`config.mk`:
```
export PLATFORM = sky130hd
export DESIGN_NAME = svm3_seq_sel
export DESIGN_NICKNAME = d
export VERILOG_FILES = /design/src/rtl/svm3_pkg.sv /design/src/rtl/svm3_hyst.sv /design/src/rtl/svm3_seg_timer.sv /design/src/rtl/svm3_vec_map.sv /design/src/rtl/svm3_seq_sel.sv
export SDC_FILE = /design/constraint.sdc
export NUM_CORES = 1
export LEC_CHECK = 0
export BUFFER_PORTS_ARGS = -buffer_cell sky130_fd_sc_hd__buf_2
export CAP_MARGIN = 20
export CORE_MARGIN = 5
export CORE_UTILIZATION = 40
export DETAILED_ROUTE_END_ITERATION = 8
export PLACE_DENSITY_LB_ADDON = 0.05
export SLEW_MARGIN = 20
export SYNTH_ARGS = -nofsm -noshare
export SYNTH_HDL_FRONTEND = slang
export SYNTH_HIERARCHICAL = 1
export SYNTH_SLANG_ARGS = --single-unit
```
`constraint.sdc`:
```
create_clock -name clk -period 2.75 [get_ports clk]
set_input_delay 0.55 -clock clk [delete_from_list [all_inputs] [get_ports clk]]
set_output_delay 0.55 -clock clk [all_outputs]
set_load 0.03 [all_outputs]
```
`src/rtl/svm3_pkg.sv`:
```
package svm3_pkg;

    localparam int NSEG  = 5;
    localparam int SEG_W = 3;

    typedef enum logic [1:0] {
        PH_ZERO = 2'b00,
        PH_POS  = 2'b01,
        PH_NEG  = 2'b11
    } phase_e;

    typedef struct packed {
        phase_e a;
        phase_e b;
        phase_e c;
    } vec3_t;

    typedef enum logic [1:0] {
        BAL_FOLLOW = 2'd0,
        BAL_UPPER  = 2'd1,
        BAL_LOWER  = 2'd2
    } bal_e;

    localparam vec3_t VEC_IDLE = '{a: PH_ZERO, b: PH_ZERO, c: PH_ZERO};

    // Index of the first non-empty segment at or after (incl) / after (!incl) 'from'.
    // Returns NSEG when there is none.
    function automatic logic [SEG_W-1:0] next_seg(input logic [NSEG-1:0] mask,
                                                  input logic [SEG_W-1:0] from,
                                                  input logic incl);
        logic [SEG_W-1:0] r;
        r = SEG_W'(NSEG);
        for (int i = NSEG - 1; i >= 0; i--) begin
            if (mask[i] && (incl ? (SEG_W'(i) >= from) : (SEG_W'(i) > from)))
                r = SEG_W'(i);
        end
        return r;
    endfunction

    // Three-phase state of a segment for a given sequence.
    function automatic vec3_t seg_vector(input logic sel, input logic [SEG_W-1:0] seg);
        vec3_t v;
        v = VEC_IDLE;
        case (seg)
            3'd0, 3'd4: v = sel ? '{a: PH_ZERO, b: PH_NEG,  c: PH_NEG}
                                : '{a: PH_POS,  b: PH_POS,  c: PH_ZERO};
            3'd1, 3'd3: v = sel ? '{a: PH_ZERO, b: PH_ZERO, c: PH_NEG}
                                : '{a: PH_POS,  b: PH_ZERO, c: PH_ZERO};
            3'd2:       v = '{a: PH_POS, b: PH_ZERO, c: PH_NEG};
            default:    v = VEC_IDLE;
        endcase
        return v;
    endfunction

endpackage

```
`src/rtl/svm3_hyst.sv`:
```
module svm3_hyst
    import svm3_pkg::*;
#(
    parameter int UW = 10
) (
    input  logic                 clk,
    input  logic                 rst,
    input  logic                 load,
    input  logic                 region_hi,
    input  logic signed [UW-1:0] unbal,
    input  logic signed [UW-1:0] thr_lo,
    input  logic signed [UW-1:0] thr_hi,
    output logic                 sel_next
);

    bal_e mode_q;
    bal_e mode_n;

    always_comb begin
        if (unbal < thr_lo)
            mode_n = BAL_UPPER;
        else if (unbal > thr_hi)
            mode_n = BAL_LOWER;
        else if (mode_q == BAL_UPPER && unbal < 0)
            mode_n = BAL_UPPER;
        else if (mode_q == BAL_LOWER && unbal > 0)
            mode_n = BAL_LOWER;
        else
            mode_n = BAL_FOLLOW;
    end

    always_comb begin
        case (mode_n)
            BAL_UPPER: sel_next = 1'b0;
            BAL_LOWER: sel_next = 1'b1;
            default:   sel_next = region_hi;
        endcase
    end

    always_ff @(posedge clk) begin
        if (rst)
            mode_q <= BAL_FOLLOW;
        else if (load)
            mode_q <= mode_n;
    end

endmodule

```
`src/rtl/svm3_seg_timer.sv`:
```
module svm3_seg_timer
    import svm3_pkg::*;
#(
    parameter int TW = 8
) (
    input  logic             clk,
    input  logic             rst,
    input  logic [TW-1:0]    t_a,
    input  logic [TW-1:0]    t_b,
    input  logic [TW-1:0]    t_c,
    output logic             load,
    output logic [SEG_W-1:0] seg_q,
    output logic             start_q,
    output logic             active_q
);

    localparam int SLOTS = 2 ** SEG_W;

    logic [TW-1:0]    dur_q [SLOTS];
    logic [TW-1:0]    dur_n [SLOTS];
    logic [TW-1:0]    cnt_q;
    logic [NSEG-1:0]  mask_q;
    logic [NSEG-1:0]  mask_n;
    logic [SEG_W-1:0] seg_after;
    logic [SEG_W-1:0] seg_first;
    logic             seg_done;

    // Fresh durations from the inputs: outer, inner, middle, inner, outer.
    always_comb begin
        for (int i = 0; i < SLOTS; i++) dur_n[i] = '0;
        dur_n[0] = t_a >> 1;
        dur_n[1] = t_b >> 1;
        dur_n[2] = (t_c == '0) ? TW'(1) : t_c;
        dur_n[3] = t_b >> 1;
        dur_n[4] = t_a >> 1;
    end

    for (genvar g = 0; g < NSEG; g++) begin : g_mask
        assign mask_q[g] = (dur_q[g] != '0);
        assign mask_n[g] = (dur_n[g] != '0);
    end

    assign seg_done  = (cnt_q == dur_q[seg_q] - TW'(1));
    assign seg_after = next_seg(mask_q, seg_q, 1'b0);
    assign seg_first = next_seg(mask_n, '0, 1'b1);
    assign load      = !active_q || (seg_done && seg_after == SEG_W'(NSEG));

    always_ff @(posedge clk) begin
        if (rst) begin
            for (int i = 0; i < SLOTS; i++) dur_q[i] <= '0;
            seg_q    <= '0;
            cnt_q    <= '0;
            start_q  <= 1'b0;
            active_q <= 1'b0;
        end else if (load) begin
            for (int i = 0; i < SLOTS; i++) dur_q[i] <= dur_n[i];
            seg_q    <= seg_first;
            cnt_q    <= '0;
            start_q  <= 1'b1;
            active_q <= 1'b1;
        end else if (seg_done) begin
            seg_q   <= seg_after;
            cnt_q   <= '0;
            start_q <= 1'b0;
        end else begin
            cnt_q   <= cnt_q + TW'(1);
            start_q <= 1'b0;
        end
    end

endmodule

```
`src/rtl/svm3_vec_map.sv`:
```
module svm3_vec_map
    import svm3_pkg::*;
(
    input  logic             active,
    input  logic             sel,
    input  logic [SEG_W-1:0] seg,
    output vec3_t            vec
);

    always_comb begin
        if (active)
            vec = seg_vector(sel, seg);
        else
            vec = VEC_IDLE;
    end

endmodule

```
`src/rtl/svm3_seq_sel.sv`:
```
module svm3_seq_sel
    import svm3_pkg::*;
#(
    parameter int AW = 8,
    parameter int TW = 8,
    parameter int UW = 10
) (
    input  logic                 clk,
    input  logic                 rst,
    input  logic [AW-1:0]        angle,
    input  logic [TW-1:0]        t_a,
    input  logic [TW-1:0]        t_b,
    input  logic [TW-1:0]        t_c,
    input  logic signed [UW-1:0] unbal,
    input  logic signed [UW-1:0] thr_lo,
    input  logic signed [UW-1:0] thr_hi,
    output logic [1:0]           phase_a,
    output logic [1:0]           phase_b,
    output logic [1:0]           phase_c,
    output logic [2:0]           seg_idx,
    output logic                 period_start,
    output logic                 seq_sel
);

    logic             load;
    logic             sel_next;
    logic             sel_q;
    logic             active;
    logic [SEG_W-1:0] seg;
    logic             start;
    vec3_t            vec;

    svm3_hyst #(.UW(UW)) u_hyst (
        .clk       (clk),
        .rst       (rst),
        .load      (load),
        .region_hi (angle[AW-1]),
        .unbal     (unbal),
        .thr_lo    (thr_lo),
        .thr_hi    (thr_hi),
        .sel_next  (sel_next)
    );

    svm3_seg_timer #(.TW(TW)) u_timer (
        .clk      (clk),
        .rst      (rst),
        .t_a      (t_a),
        .t_b      (t_b),
        .t_c      (t_c),
        .load     (load),
        .seg_q    (seg),
        .start_q  (start),
        .active_q (active)
    );

    // Sequence choice is captured with the durations and held for the period.
    always_ff @(posedge clk) begin
        if (rst)
            sel_q <= 1'b0;
        else if (load)
            sel_q <= sel_next;
    end

    svm3_vec_map u_map (
        .active (active),
        .sel    (sel_q),
        .seg    (seg),
        .vec    (vec)
    );

    assign phase_a      = vec.a;
    assign phase_b      = vec.b;
    assign phase_c      = vec.c;
    assign seg_idx      = seg;
    assign period_start = start;
    assign seq_sel      = sel_q;

endmodule

```
======== Word level (Yosys, flattened, before mapping) ========
Memory sizes are Yosys's and may differ from the RTL's. A register that Yosys moved wholly into a read port is not among the register bits.
Index checks and enable logic that the tools add are counted.
W data, S select, Z words.
operators by class
  order comparisons ....................... 9
  add/subtract/negate cells ............... 2
  shift operators ......................... 0
  bitwise logic cells ..................... 8
  div/mod/pow operators ................... 0
  eq/ne operators ......................... 10
  muxes and demuxes ....................... 35
  reductions and logical operators ........ 24
  multipliers ............................. 0
operator list
  kind                   number
  $mux W8                9
  $reduce_bool A8 Y1     8
  $mux W3                11
  $pmux W6 S3            1
  $gt A10 B1 Y1 const B  1
  $gt A10 B10 Y1         1
  $lt A10 B1 Y1 const B  1
  $lt A10 B10 Y1         1
  $mux W5                2
  $add A8 B1 Y8 const B  1
  $eq A8 B8 Y1           1
  $logic_and A1 B1 Y1    8
  $logic_not A8 Y1       1
  $mux W2                4
  $or A1 B1 Y1           8
  $sub A8 B1 Y8 const B  1
  $eq A3 B2 Y1 const B   2
  $eq A3 B3 Y1 const B   2
  $gt A1 B3 Y1 const A   2
  $gt A2 B3 Y1 const A   2
  $mux W1                6
  $mux W6                1
  $eq A2 B1 Y1 const B   2
  $eq A2 B2 Y1 const B   2
  9 further kinds        10
storage, ports and cells
  output and inout bits ................... 11
  input port bits ......................... 64
  register bits ........................... 16
  memories kept ........................... 1
  bits in latches ......................... 0
  memory bits (writable) .................. 64
  ROM bits ................................ 0
memory list
  name           words  bits a word  read ports  clocked after memory_dff  write ports  RTL line              source
  u_timer.dur_q  8      8            6           1                         8            svm3_seg_timer.sv:19  logic [TW-1:0] dur_q [SLOTS];

======== Longest topological paths before layout ========
An unclocked memory read counts as a cell.
  depth after elaboration ................. 15
  depth in mapped cells ................... 15

======== Cells and area by module ========
Netlist, hierarchy kept.
by module, submodules not included
  module          instances  cells an instance  area each (um2)  sequential area each (um2)
  svm3_seg_timer  1          197                2011.9           980.9
  svm3_hyst       1          92                 686.9            40.0
  svm3_vec_map    1          14                 82.6             0.0
  svm3_seq_sel    1          3                  33.8             20.0

======== Worst setup path after synthesis ========
No wires, ideal clock.
  path kind ............................... flip-flop to flip-flop
  from .................................... reg (tool-made name)
  to ...................................... mem u_timer.dur_q[2][0] (enable)
  cell stages (with the launch flop) ...... 10
  arrival ................................. 2.551 ns
  slack ................................... -0.180 ns
  period minus slack after synthesis ...... 2.930 ns
  setup time .............................. 0.379 ns
  required time ........................... 2.371 ns
  path through ............................ dfxtp_1 > buf_2 > nand3b_1 > a21oi_1 > a31o_1 > or4_1 > o211ai_1 > a31oi_1 > o41a_1 > nand2_1
RTL lines
  element           RTL line
  end: declaration  svm3_seg_timer.sv:19

==> summary.txt <==
Outcome
  • Status: complete, but fails checks
  • Failing checks: setup timing

Place
  • Pre-CTS setup slack: -0.236 ns
  • Routability cong.: 0.803
  • I/O Buffers: 64
  • DP Wirelength: 5.43 mm

STA
  • Worst hold slack: 0.515 ns
  • Clock skew: 0.00672 ns
  • Setup TNS Final: -7.02 ns
  • Final Hold Viols: 0
  • RSZ-0062 raised after global routing: yes
  • Period Utilization, post-route: 107%
  • Tmin final: 2.94 ns
  • Count of final setup violators: 50
  • Max-slew violations: 0
  • Setup slack after layout: -0.190 ns
  • Max Clk Rate: 340 MHz

Final layout
  • Ant. Diodes: 0
  • Fin util: 58.4%
  • Final Net Count: 502
  • Syn-to-layout area delta: 41.7%
  • Layout cells sized above 1: 41.2%

Critical path
  • CP max FO: 6
  • Cell at the slowest stage of the critical path: or4_1
  • Critical path type: flip-flop to flip-flop
  • Type of origin of the critical path: flip-flop
  • Endpoint class of the critical path: flip-flop
  • WP data arrival: 3.11 ns
  • Buf+Inv Stages, Crit Path: 5
  • Critical path's largest stage delay: 0.51 ns
  • Largest delay share family, worst path: compound AO/OA/AOI/OAI gates
  • Crit-path most repeated cell: buf_6
  • CP cell instances: buf_6 > buf_6 > buf_6 > a31o_1 > or4_1 > o211ai_1 > a31oi_1 > o41a_1 > buf_6 > nor2_4 > buf_6 > and2_4
  • Crit path required time: 2.92 ns

Global route
  • GRT Util Overall: 17.1%
  • Vias in the first global route: 2,523
  • Global-route wire length before repair: 11.9 mm
  • GRT Residual Overflow: 0
  • M1 GR Usage: 24.5%
  • Most used routing layer: met2
  • Grt met3 use: 4.25%
  • GR Layer Usage met2: 25.3%
  • Maximum number of pins on one net before global-route repair: 15
  • Initial antenna violation count: 0

Synthesis
  • Sequential fraction of the synthesis area: 37.0%
  • Top-count cell post-synth: inv_1
  • Post-synth cell types: 56
  • Most used DFF post-synth: edfxtp_1
  • Post-synth top area share: 23.5%
  • Leading area contributor after synthesis: edfxtp_1
  • Mapped Area: 2820 sq um
  • Post-Syn Nets: 392
  • Post-synth EDFFs: 22
  • Synth cell count leaders: inv_1 (31), and2_1 (23), edfxtp_1 (22), ha_1 (22), nor2_1 (21)
  • Syn avg cell area: 9.20 sq um
  • Synth Instances: 306
  • Yosys warning count: 6
  • Synth Register Bits: 41
  • Ranking of synthesized cells by area: edfxtp_1 (23%), dfxtp_1 (14%), ha_1 (9.8%)
  • Ys async rst share: 0%

Drt
  • Wire length per cell: 14.6 um
  • Vias/cell: 5.03
  • Drt first pass iters: 4
  • Initial DRC Count: 101
  • DRC violations left: 0
  • WL final: 7.48 mm
  • Final ANT Viol Nets: 0
  • Vias: 2,582

Clock tree
  • Worst-path clk slew: 0.09 ns
  • H-tree levels: 2
  • Clock Sinks: 41
  • Clk buf depth: 2
  • Root buffer cell: clkbuf_8
  • CTS tree: done
  • CTS Buf Count: 5
  • Latest clock arrival within the worst-skew pair: 0.30 ns

Floorplan
  • Cell Rows: 30
  • Core area: 6830 sq um
  • Die Wd: 93.9 um
  • IO Count: 75
  • Starting density of the core: 41.2%
  • Die ar.: 8820 sq um
  • Chip height: 93.9 um

Power
  • Cell area power density: 414 nW/um^2
  • Leak: 0.00181 uW
  • Peak supply drop: 314 uV

Flow run
  • Max-Cap Viols: 0

Worst hold path
  • HP Class: flip-flop to flip-flop
layer usage:
| metal | part of all wire (%) | vias to the layer above |
|---|---|---|
| met1 | 49 | 1194 |
| met3 | 4.3 | 6 |
| li1 | - | 1329 |
| met4 | 0.87 | 0 |
| met5 | 0 | - |
| met2 | 46 | 53 |
cell usage in the layout, fill, tap and decap left out, drive strengths merged, types with 7 or more instances in the layout:
| master | count |
|---|---|
| a21oi | 10 |
| and2 | 23 |
| buf | 111 |
| clkbuf | 7 |
| dfxtp | 19 |
| edfxtp | 22 |
| ha | 22 |
| inv | 31 |
| nand2 | 12 |
| nand3 | 17 |
| nor2 | 22 |
| nor3 | 14 |
| nor4 | 9 |
| o21ai | 7 |
| xnor2 | 8 |
| xor2 | 7 |
final timing paths:
| path | start | endpoint | slack (ns) | cells past startpoint |
|---|---|---|---|---|
| hold reg to reg | u_timer/cnt_q[0] | u_timer/cnt_q[0] | 0.52 | 1 |
| hold / removal | u_timer/cnt_q[0] | u_timer/cnt_q[0] | 0.52 | 1 |
| setup reg to reg | flip-flop | u_timer/dur_q[3][2] | -0.19 | 12 |
| setup / recovery | flip-flop | u_timer/dur_q[3][2] | -0.19 | 12 |
cell families after synthesis:
group / after synthesis / synth area share [%]
other cells: 1 / 0.133
compound gates: 48 / 12.8
simple gates: 134 / 28.0
buf+inv: 41 / 6.18
flops: 41 / 37.0
fa+ha+maj: 22 / 9.78
xor+xnor: 15 / 4.67
mux: 4 / 1.47
area by class of cell:
class | count | area [sq um]
Multi-Input combinational cell | 224 | 1800
Clock buffer | 5 | 68.8
Fill cell | 620 | 2840
Inverter | 31 | 124
Clock inverter | 3 | 22.5
Sequential cell | 41 | 1050
Tap cell | 96 | 120
Timing Repair Buffer | 113 | 805
repair_timing:
action / 4_1_cts / 5_1_grt
cloned: 3 / 3
setup buffers: 13 / 4
setup endpoints to repair: 58 / 62
hold buffers: 0 / 0
pin swaps: 14 / 32
gates resized for setup: 34 / 44
where the power goes:
part	total, uW	internal (uW)	leakage [uW]	switching [uW]
clock network	407	178	0.0000364	228
logic	525	272	0.00137	253
registers	721	682	0.000400	39.7
through the flow:
step	power (uW)	instance area (sq um)	instances
after floorplan	995	2820	306
after global placement	1150	3430	485
after detailed placement	1160	3430	485
after CTS	1620	3760	508
after global routing	1750	3990	513
final	1650	3990	513
state kept, by name (all words and copies together) (netlist names), named ones only:
register,cells
u_timer/seg_q,3
u_timer/dur_q,22
u_hyst/mode_q,2
u_timer/active_q,1
u_timer/start_q,1
u_timer/cnt_q,8
seq_sel,1
(Power assumes the default switching activity.)
